### src/rtl/tsd_pkg.sv
`timescale 1ns/1ps
// Shared definitions for the ternary-select clock divider.
// Assumes the select encoding 00=LOW, 01=MID, 10=HIGH, with 11 read as MID.
package tsd_pkg;

    parameter int RATIO_W = 4;   // wide enough for the largest ratio (12)
    parameter int N_SEL   = 2;   // number of three-level selects

    typedef logic [RATIO_W-1:0] ratio_t;

    // Map a 2-bit select code to its level index 0..2.
    function automatic logic [1:0] level_of(input logic [1:0] code);
        case (code)
            2'b00:   level_of = 2'd0;
            2'b10:   level_of = 2'd2;
            default: level_of = 2'd1;
        endcase
    endfunction

    // Map the combined index (first*3 + second) to its divide ratio.
    function automatic ratio_t ratio_of(input logic [3:0] idx);
        case (idx)
            4'd0:    ratio_of = ratio_t'(1);
            4'd1:    ratio_of = ratio_t'(2);
            4'd2:    ratio_of = ratio_t'(3);
            4'd3:    ratio_of = ratio_t'(4);
            4'd4:    ratio_of = ratio_t'(5);
            4'd5:    ratio_of = ratio_t'(6);
            4'd6:    ratio_of = ratio_t'(8);
            4'd7:    ratio_of = ratio_t'(10);
            4'd8:    ratio_of = ratio_t'(12);
            default: ratio_of = ratio_t'(1);
        endcase
    endfunction

endpackage

### src/rtl/tsd_sel_decode.sv
`timescale 1ns/1ps
// Select decoder: turns the two three-level select codes into a divide ratio.
// Purely combinational; the caller decides when the result is applied.
module tsd_sel_decode
    import tsd_pkg::*;
#(
    parameter int RW = tsd_pkg::RATIO_W
) (
    input  logic [1:0]    sel_hi_i,
    input  logic [1:0]    sel_lo_i,
    output logic [RW-1:0] ratio_o
);

    logic [1:0] codes [N_SEL];
    logic [1:0] lvls  [N_SEL];
    logic [3:0] idx;

    assign codes[0] = sel_lo_i;
    assign codes[1] = sel_hi_i;

    // Convert each select code to a level index.
    for (genvar g = 0; g < N_SEL; g++) begin : g_lvl
        assign lvls[g] = level_of(codes[g]);
    end

    // Combine the two levels into one index and look up the ratio.
    always_comb begin
        idx     = 4'(lvls[1]) * 4'd3 + 4'(lvls[0]);
        ratio_o = RW'(ratio_of(idx));
    end

endmodule

### src/rtl/tsd_period_gen.sv
`timescale 1ns/1ps
// Period generator: counts input cycles inside a divided period, loads a new
// ratio only at a period boundary, and produces the rising-edge high phase
// and the period-start flag.
// Assumes: ratio_req_i is never 0; the high phase lasts floor(N/2) cycles.
module tsd_period_gen #(
    parameter int RW = tsd_pkg::RATIO_W
) (
    input  logic          clk_i,
    input  logic          rst_n,
    input  logic          dis_i,
    input  logic [RW-1:0] ratio_req_i,
    output logic          run_o,
    output logic [RW-1:0] ratio_act_o,
    output logic          hi_pos_o,
    output logic          start_o
);

    logic          run_q;
    logic [RW-1:0] cnt_q;
    logic [RW-1:0] ratio_q;
    logic          hi_q;
    logic          start_q;

    logic          wrap;
    logic [RW-1:0] cnt_nxt;
    logic [RW-1:0] half_req;
    logic [RW-1:0] half_act;

    // Decide whether the next rising edge begins a fresh period.
    always_comb begin
        half_req = ratio_req_i >> 1;
        half_act = ratio_q >> 1;
        cnt_nxt  = cnt_q + RW'(1);
        wrap     = !run_q || (cnt_q == ratio_q - RW'(1));
    end

    // Advance the cycle count, reload the ratio at the boundary, set outputs.
    always_ff @(posedge clk_i) begin
        if (!rst_n || dis_i) begin
            run_q   <= 1'b0;
            cnt_q   <= '0;
            ratio_q <= ratio_req_i;
            hi_q    <= 1'b0;
            start_q <= 1'b0;
        end else if (wrap) begin
            run_q   <= 1'b1;
            cnt_q   <= '0;
            ratio_q <= ratio_req_i;
            hi_q    <= (half_req != '0);
            start_q <= 1'b1;
        end else begin
            cnt_q   <= cnt_nxt;
            hi_q    <= (cnt_nxt < half_act);
            start_q <= 1'b0;
        end
    end

    assign run_o       = run_q;
    assign ratio_act_o = ratio_q;
    assign hi_pos_o    = hi_q;
    assign start_o     = start_q;

endmodule

### src/rtl/tsd_phase_ext.sv
`timescale 1ns/1ps
// Output shaper: for odd ratios, ORs a falling-edge copy of the high phase into
// the output to add half an input cycle; for ratio 1 it gates the input clock.
// Assumes the high phase comes from a rising-edge register of the same clock.
module tsd_phase_ext #(
    parameter int RW = tsd_pkg::RATIO_W
) (
    input  logic          clk_i,
    input  logic          rst_n,
    input  logic          run_i,
    input  logic          hi_pos_i,
    input  logic [RW-1:0] ratio_act_i,
    output logic          clk_o
);

    logic ext_q;
    logic odd;
    logic unity;

    // Delay the high phase by half an input cycle on the falling edge.
    always_ff @(negedge clk_i) begin
        if (!rst_n) ext_q <= 1'b0;
        else        ext_q <= hi_pos_i;
    end

    // Choose the output path for the active ratio.
    always_comb begin
        odd   = ratio_act_i[0];
        unity = (ratio_act_i == RW'(1));
        if (unity) clk_o = clk_i & run_i;
        else       clk_o = hi_pos_i | (odd & ext_q);
    end

endmodule

### src/rtl/tsd_clk_divider.sv
`timescale 1ns/1ps
// Ternary-select clock divider top: decoder, period generator and output shaper.
// Assumes one instance per bank; all inputs are synchronous to clk_i.
module tsd_clk_divider #(
    parameter int RW = tsd_pkg::RATIO_W
) (
    input  logic       clk_i,
    input  logic       rst_n,
    input  logic [1:0] sel_hi_i,
    input  logic [1:0] sel_lo_i,
    input  logic       dis_i,
    output logic       clk_o,
    output logic       start_o
);

    logic [RW-1:0] ratio_req;
    logic [RW-1:0] ratio_act;
    logic          run;
    logic          hi_pos;

    tsd_sel_decode #(.RW(RW)) u_dec (
        .sel_hi_i (sel_hi_i),
        .sel_lo_i (sel_lo_i),
        .ratio_o  (ratio_req)
    );

    tsd_period_gen #(.RW(RW)) u_per (
        .clk_i       (clk_i),
        .rst_n       (rst_n),
        .dis_i       (dis_i),
        .ratio_req_i (ratio_req),
        .run_o       (run),
        .ratio_act_o (ratio_act),
        .hi_pos_o    (hi_pos),
        .start_o     (start_o)
    );

    tsd_phase_ext #(.RW(RW)) u_ext (
        .clk_i       (clk_i),
        .rst_n       (rst_n),
        .run_i       (run),
        .hi_pos_i    (hi_pos),
        .ratio_act_i (ratio_act),
        .clk_o       (clk_o)
    );

endmodule

### config.mk
export PLATFORM = sky130hd
export DESIGN_NAME = tsd_clk_divider
export DESIGN_NICKNAME = d
export VERILOG_FILES = /design/src/rtl/tsd_pkg.sv /design/src/rtl/tsd_sel_decode.sv /design/src/rtl/tsd_period_gen.sv /design/src/rtl/tsd_phase_ext.sv /design/src/rtl/tsd_clk_divider.sv
export SDC_FILE = /design/constraint.sdc
export NUM_CORES = 1
export LEC_CHECK = 0
export BUFFER_PORTS_ARGS = -buffer_cell sky130_fd_sc_hd__buf_4
export CAP_MARGIN = 5
export CELL_PAD_IN_SITES_DETAIL_PLACEMENT = 0
export CELL_PAD_IN_SITES_GLOBAL_PLACEMENT = 2
export CORE_MARGIN = 8
export CORE_UTILIZATION = 35
export DETAILED_ROUTE_END_ITERATION = 6
export PLACE_DENSITY = 0.71
export SYNTH_ARGS = -nofsm -noshare
export SYNTH_HDL_FRONTEND = slang
export SYNTH_SLANG_ARGS = --single-unit
### constraint.sdc
create_clock -name clk_i -period 2.3 [get_ports clk_i]
set_input_delay 0.115 -clock clk_i [delete_from_list [all_inputs] [get_ports clk_i]]
set_output_delay 0.115 -clock clk_i [all_outputs]
set_load 0.01 [all_outputs]
==> flow_metrics.tcl <==
set metrics [dict create \
    ir_worst_vdd_mv 0.3797 \
    cp_slowest_cell "dfxtp_2" \
    violations "negative setup slack" \
    hold_class "in2reg" \
    muxShareOfSynthArea 0.01276 \
    drt-vias-per-instance 4.600 \
    wirelength_mm 1.408 \
    hold_depth 3 \
    placed_area_um2 875.8 \
    finalHoldViolCount 0 \
    die_h_um 63.35 \
    num_vias 552 \
    routed-wl-met3_um 23 \
    status "finished, violations left" \
    critPathKind "reg2out" \
    drv_cap 0 \
    ys_ff_latch 12 \
    power_density_nw_per_um2 661.4 \
    fp-row-count 17 \
    wl_per_cell_um 11.73 \
    grt_max_degree 9 \
    clk_latency_ns 0.44 \
    setup_viol 2 \
    grt_use_total 0.09147 \
    p_leak_nw 0.4435 \
    async_flop_share 0 \
    clock_skew_ns 0.06336 \
    synth-simple-area-share 0.1531 \
    core_um2 2170 \
    start_kind "flip-flop" \
    synth_area_per_cell_um2 10.06 \
    dieWidth_um 63.35 \
    synthFlopType "dfxtp_1" \
    grt_pass1_vias 642 \
    drc_errors 0 \
    netlist_area_um2 784.5 \
    fin_ws_ns -0.01421 \
    antenna_found_initial 0 \
    syn_nets 96 \
    worst-path-buf-inv 1 \
    antenna_cells 0 \
    drt_first_pass_iters 4 \
    antenna_left 0 \
    drtIter0Drc 16 \
    path_depth 3 \
    path_max_fanout 1 \
    synth_warnings 0 \
    syn_to_final_growth_pct 19.78 \
    place_hpwl_mm 1.063 \
    synthTopCellsByArea "dfxtp_1 (20%), ha_1 (16%), edfxtp_1 (15%), xor2_1 (5.6%), inv_1 (4.8%)" \
    cts_tree "built" \
    yosys.area_share.xor_xnor 0.1069 \
    fin_hold_ws_ns 0.01264 \
    clk_pin_slew_ns 0.07 \
    slowest_delay_ns 0.30 \
    synth_top_family_by_area "adder cells" \
    post_cts_buffers 0 \
    synth-edff-count 4 \
    dieArea_um2 4013 \
    ys_top_cells_by_count "ha_1 (10), inv_1 (10), dfxtp_1 (8), nor2_1 (6), xor2_1 (5)" \
    rsz0062_at_grt "yes" \
    io_buffers 8 \
    cp_data_arrival_time_ns 2.20 \
    cp_top_family "flip-flops" \
    gr-total-overflow 0 \
    reg2reg_depth 5 \
    start_util 0.3616 \
    endpoint_kind "output pin" \
    fin_nets 111 \
    synthAdderAreaFrac 0.1850 \
    finalSetupTns_ns -0.01421 \
    ioPinCount 9 \
    gp_congestion 0.6709 \
    wl_met2_um 749 \
    top_layer_used "met4" \
    cp_cell_sequence "a21oi_2, o21ai_1, buf_4" \
    met1Wirelength_um 596 \
    synth_top_area_frac 0.2041 \
    slew_viol_final 0 \
    seq_area_frac_synth 0.3573 \
    grt_pass1_wl_mm 2.697 \
    drive_above_1_share 0.2609 \
    required_ns 2.18 \
    fin_area_um2 939.7 \
    synth_cell_type_count 28 \
    yosysTopAreaCell "dfxtp_1" \
    slew_headroom 0.7315 \
    tightest_slew_ns 0.4016 \
    synthCells 78 \
    synth_compound_area_frac 0.1228 \
]
## final timing paths
path                        start              endpoint  slack, ns
min                         rst_n        u_per.hi_pos_o       0.01
max reg2reg  u_per.ratio_act_o[0]  u_per.ratio_act_o[3]       0.39
max                   u_ext.ext_q                 clk_o      -0.01
min reg2reg        u_per.cnt_q[0]        u_per.cnt_q[0]       0.50
## cells in the final DEF, fill, tap and decap left out, types with 2 or more instances in the layout
cell type and n:
inv_1 10, edfxtp_1 4, buf_4 9, o21ai_0 3, xnor2_1 2, xor2_1 5, nand3_1 3, and2_1 2
nor2b_1 4, clkbuf_4 6, ha_1 10, nor2_1 6, dfxtp_1 7
## cell type report
type	instances	area, µm²
clock buffer	8	56.30
clock inverter	1	3.754
fill	240	1230
inverter	9	33.78
multi-input combinational	53	459.2
sequential	12	281.5
tap	28	35.03
timing repair buffer	9	70.07
## state kept, by name, summed over array words and instances, names as in the netlist
signal and flops:
u_per.cnt_q 4, u_per.ratio_act_o 4, u_ext.ext_q 1, u_per.hi_pos_o 1
u_per.run_o 1, u_per.start_o 1
## metrics by stage
| stage | cells | setup WS, ns | power, mW | utilization |
|---|---|---|---|---|
| 2_1_floorplan | 78 | 0.2246 | 0.3754 | - |
| 3_3_place_gp | 112 | -0.01880 | 0.4139 | 0.4037 |
| 3_5_place_dp | 112 | -0.03465 | 0.4149 | 0.4037 |
| 4_1_cts | 120 | -0.03419 | 0.6365 | 0.4308 |
| 5_1_grt | 120 | -0.1116 | 0.6829 | 0.4331 |
| 6_report | 120 | -0.01421 | 0.6215 | 0.4331 |
## logic make-up after synthesis
| logic type | count (synthesis) |
|---|---|
| buffers and inverters | 13 |
| adders and majority gates | 11 |
| AOI/OAI and AO/OA | 12 |
| DFF | 12 |
| muxes | 1 |
| and+or+nand+nor | 21 |
| xor gates and xnor gates | 8 |
## report_power, final
group	leakage (nW)	switching, mW	internal [mW]
Combinational	0.293	0.0717	0.0688
Sequential	0.109	0.0206	0.240
Clock	0.0417	0.0896	0.131
Total	0.444	0.182	0.440
## tightest hold or removal path: stages
cell,delay [ns]
buf_4,0.11
inv_1,0.08
a2111oi_2,0.04
## layer usage
layer | up-vias | GRT usage
li1 | 289 | -
met1 | 252 | 0.08673
met2 | 9 | 0.1331
met3 | 2 | 0.03887
met4 | 0 | 0.1142
met5 | - | 0
## timing repair
action | CTS | global route
setup endpoints to repair | 2 | 2
endpoints found under the hold margin | 2 | 0
pin swaps | 1 | 1
hold buffers | 1 | 0
resized for setup | 1 | 2
Note: power is estimated with default switching activity, not from simulation.
